<file path="src/rtl/osc_cfg_pkg.sv">
package osc_cfg_pkg;

  localparam int BUS_W = 8;

  localparam logic [BUS_W-1:0] A_PRESC   = 8'h02;
  localparam logic [BUS_W-1:0] A_DAC_HI  = 8'h08;
  localparam logic [BUS_W-1:0] A_DAC_LO  = 8'h09;
  localparam logic [BUS_W-1:0] A_DEVSEL  = 8'h0D;
  localparam logic [BUS_W-1:0] A_OFFSET  = 8'h0E;
  localparam logic [BUS_W-1:0] A_RANGE   = 8'h37;
  localparam logic [BUS_W-1:0] A_NVSTORE = 8'h3F;

  // write slots: one strobe per writable address
  typedef enum int {
    W_PRESC   = 0,
    W_DAC_HI  = 1,
    W_DAC_LO  = 2,
    W_DEVSEL  = 3,
    W_OFFSET  = 4,
    W_NVSTORE = 5
  } wr_slot_e;

  localparam int N_WSLOT = 6;

  function automatic logic [BUS_W-1:0] slot_addr(input int s);
    case (s)
      W_PRESC:   return A_PRESC;
      W_DAC_HI:  return A_DAC_HI;
      W_DAC_LO:  return A_DAC_LO;
      W_DEVSEL:  return A_DEVSEL;
      W_OFFSET:  return A_OFFSET;
      default:   return A_NVSTORE;
    endcase
  endfunction

  function automatic int clamp_int(input int v, input int lo, input int hi);
    if (v < lo) return lo;
    if (v > hi) return hi;
    return v;
  endfunction

  // coarse window start plus fine step, all in 10 kHz units
  function automatic int freq_code(input int ofs, input int dac, input int os,
                                   input int span, input int base, input int step);
    return base + (ofs - (os - span)) * step + dac;
  endfunction

endpackage

</file>
<file path="src/rtl/osc_cfg_wdec.sv">
module osc_cfg_wdec
  import osc_cfg_pkg::*;
(
  input  logic               wr,
  input  logic [BUS_W-1:0]   addr,
  output logic [N_WSLOT-1:0] hit
);

  for (genvar s = 0; s < N_WSLOT; s++) begin : g_slot
    assign hit[s] = wr && (addr == slot_addr(s));
  end

endmodule

</file>
<file path="src/rtl/osc_cfg_regs.sv">
module osc_cfg_regs
  import osc_cfg_pkg::*;
#(
  parameter int DAC_W    = 10,
  parameter int OFS_W    = 5,
  parameter int EXP_W    = 4,
  parameter int EXP_MAX  = 8,
  parameter int DEV_W    = 4,
  parameter int OS       = 15,
  parameter int OFS_SPAN = 6
) (
  input  logic               clk,
  input  logic               rst,
  input  logic [N_WSLOT-1:0] hit,
  input  logic [BUS_W-1:0]   wdata,
  output logic [DAC_W-1:0]   dac_q,
  output logic [OFS_W-1:0]   ofs_q,
  output logic [EXP_W-1:0]   exp_q,
  output logic               dith_q,
  output logic [DEV_W-1:0]   dev_q,
  output logic               nv_q
);

  localparam int LO_BITS = DAC_W - BUS_W;
  localparam int OFS_LO  = OS - OFS_SPAN;
  localparam int OFS_HI  = OS + OFS_SPAN;

  logic [EXP_W-1:0] exp_wr;
  logic [OFS_W-1:0] ofs_wr;

  assign exp_wr = (int'(wdata[EXP_W-1:0]) > EXP_MAX) ? EXP_W'(EXP_MAX)
                                                    : wdata[EXP_W-1:0];
  assign ofs_wr = OFS_W'(clamp_int(int'(wdata), OFS_LO, OFS_HI));

  always_ff @(posedge clk) begin
    if (rst) begin
      dac_q  <= '0;
      ofs_q  <= OFS_W'(OS);
      exp_q  <= '0;
      dith_q <= 1'b0;
      dev_q  <= '0;
      nv_q   <= 1'b0;
    end else begin
      nv_q <= hit[W_NVSTORE];
      if (hit[W_PRESC]) begin
        exp_q  <= exp_wr;
        dith_q <= wdata[EXP_W];
      end
      if (hit[W_DAC_HI]) dac_q[DAC_W-1 -: BUS_W] <= wdata;
      if (hit[W_DAC_LO]) dac_q[LO_BITS-1:0] <= wdata[BUS_W-1 -: LO_BITS];
      if (hit[W_DEVSEL]) dev_q <= wdata[DEV_W-1:0];
      if (hit[W_OFFSET]) ofs_q <= ofs_wr;
    end
  end

endmodule

</file>
<file path="src/rtl/osc_cfg_freq.sv">
module osc_cfg_freq
  import osc_cfg_pkg::*;
#(
  parameter int DAC_W    = 10,
  parameter int OFS_W    = 5,
  parameter int FREQ_W   = 14,
  parameter int OS       = 15,
  parameter int OFS_SPAN = 6,
  parameter int BASE     = 6144,
  parameter int STEP     = 512
) (
  input  logic              clk,
  input  logic              rst,
  input  logic [OFS_W-1:0]  ofs,
  input  logic [DAC_W-1:0]  dac,
  output logic [FREQ_W-1:0] freq_next,
  output logic [FREQ_W-1:0] freq_q
);

  localparam int FREQ_RST = BASE + OFS_SPAN * STEP;

  assign freq_next = FREQ_W'(freq_code(int'(ofs), int'(dac), OS, OFS_SPAN, BASE, STEP));

  always_ff @(posedge clk) begin
    if (rst) freq_q <= FREQ_W'(FREQ_RST);
    else     freq_q <= freq_next;
  end

endmodule

</file>
<file path="src/rtl/osc_cfg_regbank.sv">
module osc_cfg_regbank
  import osc_cfg_pkg::*;
#(
  parameter logic [7:0] RANGE_INIT = 8'hEF,
  parameter int DAC_W    = 10,
  parameter int OFS_W    = 5,
  parameter int EXP_W    = 4,
  parameter int EXP_MAX  = 8,
  parameter int DEV_W    = 4,
  parameter int OFS_SPAN = 6,
  parameter int BASE_10K = 6144,
  parameter int WIN_STEP = 512,
  localparam int OS      = int'(RANGE_INIT[OFS_W-1:0]),
  localparam int FREQ_W  = $clog2(BASE_10K + 2 * OFS_SPAN * WIN_STEP + (1 << DAC_W))
) (
  input  logic              clk,
  input  logic              rst,
  input  logic [7:0]        reg_addr,
  input  logic [7:0]        reg_wdata,
  input  logic              reg_wr,
  input  logic              reg_rd,
  output logic [7:0]        reg_rdata,
  output logic [EXP_W-1:0]  pre_exp,
  output logic              dither_sel,
  output logic [DAC_W-1:0]  dac_code,
  output logic [FREQ_W-1:0] freq_10k,
  output logic              nv_store_req
);

  localparam int LO_BITS = DAC_W - BUS_W;

  logic [N_WSLOT-1:0] wr_hit;
  logic [DAC_W-1:0]   dac_q;
  logic [OFS_W-1:0]   ofs_val;
  logic [EXP_W-1:0]   exp_q;
  logic               dith_q;
  logic [DEV_W-1:0]   dev_q;
  logic               nv_q;
  logic [FREQ_W-1:0]  freq_next;
  logic [FREQ_W-1:0]  freq_q;
  logic [BUS_W-1:0]   rd_mux;
  logic [BUS_W-1:0]   rdata_q;

  osc_cfg_wdec wdec_i (
    .wr   (reg_wr),
    .addr (reg_addr),
    .hit  (wr_hit)
  );

  osc_cfg_regs #(
    .DAC_W(DAC_W), .OFS_W(OFS_W), .EXP_W(EXP_W), .EXP_MAX(EXP_MAX),
    .DEV_W(DEV_W), .OS(OS), .OFS_SPAN(OFS_SPAN)
  ) regs_i (
    .clk    (clk),
    .rst    (rst),
    .hit    (wr_hit),
    .wdata  (reg_wdata),
    .dac_q  (dac_q),
    .ofs_q  (ofs_val),
    .exp_q  (exp_q),
    .dith_q (dith_q),
    .dev_q  (dev_q),
    .nv_q   (nv_q)
  );

  osc_cfg_freq #(
    .DAC_W(DAC_W), .OFS_W(OFS_W), .FREQ_W(FREQ_W), .OS(OS),
    .OFS_SPAN(OFS_SPAN), .BASE(BASE_10K), .STEP(WIN_STEP)
  ) freq_i (
    .clk       (clk),
    .rst       (rst),
    .ofs       (ofs_val),
    .dac       (dac_q),
    .freq_next (freq_next),
    .freq_q    (freq_q)
  );

  always_comb begin
    rd_mux = '0;
    case (reg_addr)
      A_PRESC:  rd_mux = BUS_W'({dith_q, exp_q});
      A_DAC_HI: rd_mux = dac_q[DAC_W-1 -: BUS_W];
      A_DAC_LO: rd_mux = {dac_q[LO_BITS-1:0], {(BUS_W-LO_BITS){1'b0}}};
      A_DEVSEL: rd_mux = BUS_W'(dev_q);
      A_OFFSET: rd_mux = BUS_W'(ofs_val);
      A_RANGE:  rd_mux = RANGE_INIT;
      default:  rd_mux = '0;
    endcase
  end

  always_ff @(posedge clk) begin
    if (rst)         rdata_q <= '0;
    else if (reg_rd) rdata_q <= rd_mux;
  end

  assign reg_rdata    = rdata_q;
  assign pre_exp      = exp_q;
  assign dither_sel   = dith_q;
  assign dac_code     = dac_q;
  assign freq_10k     = freq_q;
  assign nv_store_req = nv_q;

endmodule

</file>
<file path="config.mk">
export PLATFORM = sky130hd
export DESIGN_NAME = osc_cfg_regbank
export DESIGN_NICKNAME = d
export VERILOG_FILES = /design/src/rtl/osc_cfg_pkg.sv /design/src/rtl/osc_cfg_wdec.sv /design/src/rtl/osc_cfg_regs.sv /design/src/rtl/osc_cfg_freq.sv /design/src/rtl/osc_cfg_regbank.sv
export SDC_FILE = /design/constraint.sdc
export NUM_CORES = 1
export LEC_CHECK = 0
export ABC_AREA = 0
export BUFFER_PORTS_ARGS = -buffer_cell sky130_fd_sc_hd__buf_2
export CAP_MARGIN = 20
export CORE_ASPECT_RATIO = 1.25
export CORE_MARGIN = 2
export CORE_UTILIZATION = 52
export CTS_CLUSTER_SIZE = 40
export DETAILED_ROUTE_END_ITERATION = 16
export GPL_ROUTABILITY_DRIVEN = 0
export PLACE_DENSITY = 0.79
export SLEW_MARGIN = 20
export SYNTH_ARGS = -nofsm -noshare
export SYNTH_HDL_FRONTEND = slang
export SYNTH_SLANG_ARGS = --single-unit
</file>
<file path="constraint.sdc">
create_clock -name clk -period 2.3 [get_ports clk]
set_input_delay 0 -clock clk [delete_from_list [all_inputs] [get_ports clk]]
set_output_delay 0 -clock clk [all_outputs]
set_load 0.02 [all_outputs]
</file>
Word-level counts from Yosys, hierarchy flattened:

Cells that the tools add are included.

* $add $sub $neg: 3
* order comparisons: 3
* equal/unequal tests: 7
* multiplexer cells: 9
* reductions and logical operators: 6

Operator list (count)
* 8-bit one-hot mux with 6 select lines: 1
* 8-bit by 4-bit == test with 1-bit output (second input constant): 4
* 8-bit by 6-bit == test with 1-bit output (second input constant): 2
* 5-bit 2-to-1 mux: 3
* 14-bit by 11-bit adder with 14-bit output: 1
* 14-bit adder (first input constant): 1
* 8-bit by 2-bit == test with 1-bit output (second input constant): 1
* 8-bit by 5-bit > comparator with 1-bit output (second input constant): 1
* 8-bit by 4-bit less-than comparator with 1-bit output (second input constant): 1
* 4-bit 2-to-1 mux: 2
* 1-bit logical AND: 6
* 5-bit by 4-bit subtractor with 5-bit output (second input constant): 1
* 4-bit > comparator (second input constant): 1
* 1-bit 2-to-1 mux: 3

* register bits after elaboration: 47
* output and inout port bits: 38
* logic and storage cells: 37

Depth between registers and ports, before layout:

Gate-level depths: netlist of the first run.

* depth after elaboration: 5
* depth in mapped cells: 8
* gate-level depth less buffers: 8

Hierarchy:

Synthesis of the first run repeated with hierarchy kept, for this count alone.

* cell total of the unflattened synthesis: 252
* area, all modules: 2323.5 um^2

Modules (own cells, without submodules)
* osc_cfg_regs: instances 1, cells each 95, area an instance 938.4 um^2
* osc_cfg_regbank: instances 1, cells each 79, area an instance 655.6 um^2
* osc_cfg_freq: instances 1, cells each 63, area an instance 620.6 um^2
* osc_cfg_wdec: instances 1, cells each 15, area an instance 108.9 um^2

Least setup slack after synthesis of the first run:

Ideal clock, no wire load.

* kind: register to register
* from: register regs_i.ofs_q[0]
* to: register freq_i.freq_q[13]
* data arrival time: 1687 ps
* slack: 496 ps
* stages on the path, launching flop included: 9
* period minus slack after synthesis: 1804 ps
* cells stage by stage: dfxtp_1 inv_1 ha_1 inv_1 ha_1 maj3_1 a22oi_1 xor2_1 nand2b_1

* word-level cells in the longest chain between the ends: 3

RTL lines
* from (decl): RTL line osc_cfg_regs.sv:17 `output logic [OFS_W-1:0] ofs_q,`
* from (signal assigned): RTL line osc_cfg_regs.sv:38 `ofs_q <= OFS_W'(OS);`
* from (signal assigned): RTL line osc_cfg_regs.sv:52 `if (hit[W_OFFSET]) ofs_q <= ofs_wr;`
* 5-bit by 4-bit subtractor with 5-bit output: RTL line osc_cfg_pkg.sv:45 `return base + (ofs - (os - span)) * step + dac;`
* 14-bit adder: RTL line osc_cfg_pkg.sv:45
* 14-bit by 11-bit adder with 14-bit output: RTL line osc_cfg_pkg.sv:45
* to (signal assigned): RTL line osc_cfg_freq.sv:25 `if (rst) freq_q <= FREQ_W'(FREQ_RST);`
* to (signal assigned): RTL line osc_cfg_freq.sv:26 `else freq_q <= freq_next;`
* to (decl): RTL line osc_cfg_freq.sv:17 `output logic [FREQ_W-1:0] freq_q`

No other way between the ends.
A chain may end at the register's enable or synchronous reset.

Worst setup path in the final report of the first run:

Same ends and word-level chain as after synthesis.

==> results of run 1 <==
-- flip-flops by register name, summed over array words and instances (netlist names) --
register	flops
regs_i.ofs_q	5
regs_i.nv_q	1
regs_i.dith_q	1
reg_rdata	8
regs_i.dev_q	4
freq_i.freq_q	14
regs_i.exp_q	4
regs_i.dac_q	10
-- layout make-up --
class                           count  area [um^2]  area share, %
Inverter                           13         48.8           1.90
Timing Repair Buffer               63          345           13.4
Tap cell                           56         70.1           2.72
Multi-Input combinational cell    174         1050           40.8
Clock inverter                      2         35.0           1.36
Sequential cell                    47          941           36.6
Clock buffer                        6         82.6           3.21
-- worst max-delay path: cells and delay by family, from the launching register on --
family / cells / cell delay [ns]
compound gates: 1 / 0.21
buf+inv: 2 / 0.14
flops: 1 / 0.40
xor+xnor: 1 / 0.16
fa+ha+maj: 3 / 0.87
simple gates: 1 / 0.07
-- worst max path at each step --
stage                              endpoint  slack [ns]       startpoint
after floorplan           freq_i.freq_q[13]        0.50  regs_i.ofs_q[0]
after detailed placement  freq_i.freq_q[13]        0.36  regs_i.ofs_q[0]
after global placement    freq_i.freq_q[13]        0.45  regs_i.ofs_q[0]
after global routing      freq_i.freq_q[13]        0.18  regs_i.ofs_q[0]
after CTS                 freq_i.freq_q[13]        0.33  regs_i.ofs_q[0]
final                     freq_i.freq_q[13]        0.34  regs_i.ofs_q[0]
-- what timing repair did --
item	in CTS	in global routing
endpoints found under the hold margin	8	0
gates resized for setup	0	0
hold buffers	6	0
setup endpoints to repair	0	0
-- through the flow --
stage          cells  hold WS, ns  total power (uW)
3_5_place_dp     347        0.255               929
2_1_floorplan    255        0.109               889
3_3_place_gp     347        0.247               929
6_report         361       0.0119              1540
4_1_cts          361      0.00723              1560
5_1_grt          361       0.0215              1590
-- power breakdown --
part           switching [uW]  internal (uW)
clock                     267            352
sequential              0.875            814
combinational            69.0           35.1
total                     337           1200
-- per-layer routing --
metal | vias to the layer above | wire length, um | global-route usage, %
met4 | 0 | 150 | 10.4
li1 | 966 | - | -
met2 | 62 | 2470 | 36.2
met3 | 14 | 244 | 4.24
met5 | - | 0 | 0
met1 | 911 | 2210 | 28.1
-- layout by cell type, fill, tap and decap left out, types with 5 or more instances in the layout --
cell type / n
mux2i_1: 7
o21ai_0: 14
nor2b_1: 11
a21oi_1: 29
clkbuf_8: 6
nor3_1: 6
nor2_1: 22
nand4_1: 7
nand2_1: 29
dlygate4sd3_1: 6
inv_1: 13
buf_2: 57
a32oi_1: 5
dfxtp_1: 47
-- cells by family (layout without fill, tap and decap cells) --
| family | count (synthesis) | in the layout | synth area share, % |
|---|---|---|---|
| AND/OR/NAND/NOR | 101 | 101 | 25.5 |
| AO/OA/AOI/OAI | 55 | 55 | 14.9 |
| flip-flops | 47 | 47 | 43.6 |
| buffers and inverters | 34 | 84 | 7.60 |
| multiplexers | 7 | 7 | 3.25 |
| XOR/XNOR | 6 | 6 | 2.44 |
| adder cells (fa/ha/maj) | 5 | 5 | 2.67 |
==> results.cfg, run 1 <==
[clock_tree]
cts.sinks = 47
cts.path.max_buffers = 2
cts_tree = built
cts_made_buffers = 5
cts_root_buf = clkbuf_8
htreeDepth = 2
clock_latency_ns = 0.29
path_clk_slew_ns = 0.08
post_cts.repair.setup_buffers = 0

[worst_setup_path]
critPathLaunchType = flip-flop
max_stage_delay_ns = 0.40
critPathSlowestCell = dfxtp_1
arrival_ns = 2.15
cp_max_fo = 4
critPathKind = flip-flop to flip-flop
reg2reg_to = freq_i.freq_q[13]
critical_path.cell_chain = inv_1 > ha_1 > inv_1 > ha_1 > maj3_1 > a22oi_1 > xor2_1 > nand2b_1
rrSetupSlack_ns = 0.34
crit_required_ns = 2.49
critPathCaptureType = flip-flop
timing.rr.start = regs_i.ofs_q[0]
rr_worst_depth = 8

[timing]
tightest_slew_ns = 0.843
finalCritPeriodShare_pct = 85.4
timing.fmax_mhz = 509
hold_viol = 0
setup-tns-final_ns = 0
relSlewSlack_pct = 43.8
finalSetupViolCount = 0
drv_slew = 0
fin_skew_ns = 0.00505
grt_setup_unrepaired = false
fin_ws_ns = 0.336
fin_crit_ns = 1.96

[drt]
finalWirelength_um = 5080
viasPerCell = 5.41
drt_iter0_drc = 112
first_pass_iters = 4
vias = 1953
drc = 0
detail-route-antenna-nets = 0
wire_per_inst_um = 14.1

[finish]
fillers = 379
final_util_pct = 63.8
synthToLayoutAreaGrowth_pct = 19.4
diodes = 0
final_area_um2 = 2570
drive_gt1_share_pct = 23.6
fin_nets = 327

[floorplanning]
start_util_pct = 53.4
core-area_um2 = 4030
die_w_um = 61.6
rows = 26
die-area_um2 = 4680
num_io_pins = 58
die_y_um = 76.0

[yosys]
synth_edf_count = 0
synth_top_cells_by_count = dfxtp_1 (47), a21oi_1 (29), nand2_1 (29), nor2_1 (22), o21ai_0 (14)
syn_area_um2 = 2160
avgSynthCellArea_um2 = 8.45
synth-seq-cells = 47
synth_most_common_cell = dfxtp_1
synth_area_leaders = dfxtp_1 (44%), a21oi_1 (6.7%), nand2_1 (5.0%)
ys_warn_count = 0
syn_nets = 278
synth_seq_area_share_pct = 43.6
synth_largest_area_cell = dfxtp_1
synth_top_area_share_pct = 43.6
syn_inst = 255
synth_cell_type_count = 40
synthArstFlopShare_pct = 0
synth_ff_type = dfxtp_1

[place]
port-buffer-count = 57
placed_cell_area_um2 = 2400
hpwl_um = 3620
pre_cts_ws_ns = 0.356

[global_routing]
grt_pass1_vias = 1776
grt_max_degree = 49
antenna_found_initial = 0
globalRouteOverflowTotal = 0
grt.total_usage_pct = 22.5
grt_pass1_wl_um = 8020

[hold_path]
min_path_type = primary input to flip-flop
min_to = regs_i.dac_q[2]
hold_depth = 3
hold_start = reg_wdata[0]

[power_and_ir_drop]
power.static_leakage_uw = 0.00111
powerDensity_nw_per_um2 = 598
vdd_ir_drop_max_mv = 0.333

[flow_run]
drv_cap = 0

[outcome]
status = completed
Power figures use the tool's default switching activity.
==> run 2, diff against run 1 <==
Clock period 2.3 ns to 2 ns, I/O delays scaled along.
==> run 2 against run 1 <==
Sequential share of layout area is 0.65 points lower. Wire length is 7.2% higher. Final area is 2.1% higher. Die area stayed put. Register-to-register slack worse by 0.25 ns. Critical endpoint unchanged. Largest cell class unchanged.
==> results.cfg, run 2 (synthesis results as in run 1) <==
[outcome]
status = completed

[finish]
diodes = 0
fillers = 390
final_common_cell = buf_2
top_register = freq_i.freq_q
final_util_pct = 65.1
mostFrequentLayoutCells = buf_2 (57), dfxtp_1 (45), a21oi_1 (29), nand2_1 (29), nor2_1 (22)
instances_no_fill = 369
drive_gt1_share_pct = 26.5
final_area_um2 = 2630
synthToLayoutAreaGrowth_pct = 21.9
largest_reg_flops = 14
fin_nets = 335

[timing]
relSlewSlack_pct = 54.5
tightest_slew_ns = 0.682
hold_viol = 0
setup-tns-final_ns = 0
fin_crit_ns = 1.91
finalCritPeriodShare_pct = 95.7
fin_ws_ns = 0.0856
finalSetupViolCount = 0
drv_slew = 0
grt_setup_unrepaired = false
fin_skew_ns = 0.00850
timing.fmax_mhz = 522

[hold_path]
hold_depth = 3
hold_start = reg_wdata[2]
min_path_type = primary input to flip-flop
min_to = regs_i.dac_q[4]

[global_routing]
globalRouteOverflowTotal = 0
grt_pass1_wl_um = 8470
grt_max_degree = 41
grt_pass1_vias = 1823
grt.total_usage_pct = 23.8
antenna_found_initial = 0

[clock_tree]
cts_made_buffers = 5
clock_latency_ns = 0.30
htreeDepth = 2
cts.sinks = 47
cts_tree = built
cts.path.max_buffers = 2
path_clk_slew_ns = 0.09
cts_root_buf = clkbuf_8

[power_and_ir_drop]
vdd_ir_drop_max_mv = 0.454
powerDensity_nw_per_um2 = 639
power.static_leakage_uw = 0.00114

[place]
placed_cell_area_um2 = 2440
pre_cts_ws_ns = 0.0530
dp.cells = 353
hpwl_um = 3800
port-buffer-count = 57

[drt]
wire_per_inst_um = 14.7
vias = 2016
viasPerCell = 5.46
detail-route-antenna-nets = 0
finalWirelength_um = 5440
drc = 0
first_pass_iters = 4
drt_iter0_drc = 81

[floorplanning]
die-area_um2 = 4680
rows = 26
core-area_um2 = 4030
start_util_pct = 53.4
num_io_pins = 58
die_y_um = 76.0
die_w_um = 61.6

[worst_setup_path]
cp_max_fo = 4
critPathCaptureType = flip-flop
crit_required_ns = 2.19
max_stage_delay_ns = 0.37
arrival_ns = 2.11
reg2reg_to = freq_i.freq_q[13]
rrSetupSlack_ns = 0.09
cpMostUsedCell = inv_1
timing.rr.start = regs_i.ofs_q[0]
critPathLaunchType = flip-flop
critPathKind = flip-flop to flip-flop
critPathSlowestCell = maj3_1
rr_worst_depth = 8
critical_path.cell_chain = inv_1 > ha_1 > inv_1 > ha_2 > maj3_1 > a22oi_2 > xor2_1 > nand2b_1

[flow_run]
drv_cap = 0
## run 2: through the flow
step | hold WS (ns) | power, uW
after floorplan | 0.109 | 1020
after global placement | 0.245 | 1070
after detailed placement | 0.254 | 1070
after CTS | 0.00517 | 1680
after global routing | 0.0183 | 1740
final | 0.0162 | 1680
## run 2: worst max-delay path: cells and delay by family (launching register included)
| kind | cells | cell delay, ns |
|---|---|---|
| xor+xnor | 1 | 0.16 |
| fa+ha+maj | 3 | 0.87 |
| flops | 1 | 0.36 |
| compound gates | 1 | 0.21 |
| buf+inv | 2 | 0.14 |
| simple gates | 1 | 0.07 |
## run 2: where the power goes
group          leakage (uW)  switching [uW]  internal [uW]
sequential         0.000378            1.05            937
clock             0.0000474             331            282
combinational      0.000710            81.5           45.0
## run 2: final cells by class
cell class                      count  area [um^2]  share of cell area (%)
Timing Repair Buffer               71          408                    15.5
Clock inverter                      2         16.3                   0.619
Clock buffer                        6         82.6                    3.14
Multi-Input combinational cell    174         1060                    40.3
Inverter                           13         48.8                    1.86
Sequential cell                    47          943                    35.9
Tap cell                           56         70.1                    2.67
## run 2: timing repair
action | CTS | global route
hold endpoints to repair | 9 | 0
hold buffers | 7 | 0
endpoints found under the setup margin | 1 | 1
setup buffers | 0 | 1
gates resized for setup | 1 | 3
## run 2: worst max path at each step
stage | cells past startpoint | from | end
final | 8 | regs_i.ofs_q[0] | freq_i.freq_q[13]
after floorplan | 8 | regs_i.ofs_q[0] | freq_i.freq_q[13]
after CTS | 8 | regs_i.ofs_q[1] | freq_i.freq_q[13]
after global placement | 8 | regs_i.ofs_q[0] | freq_i.freq_q[13]
after detailed placement | 8 | regs_i.ofs_q[0] | freq_i.freq_q[13]
after global routing | 8 | regs_i.ofs_q[0] | freq_i.freq_q[13]
## run 2: layer usage
| metal | vias to the layer above | part of all wire [%] | GRT usage, % |
|---|---|---|---|
| met5 | - | 0 | 0 |
| met4 | 0 | 2.3 | 8.30 |
| met3 | 13 | 6.0 | 4.58 |
| met2 | 74 | 51 | 39.3 |
| met1 | 947 | 41 | 30.0 |
| li1 | 982 | - | - |
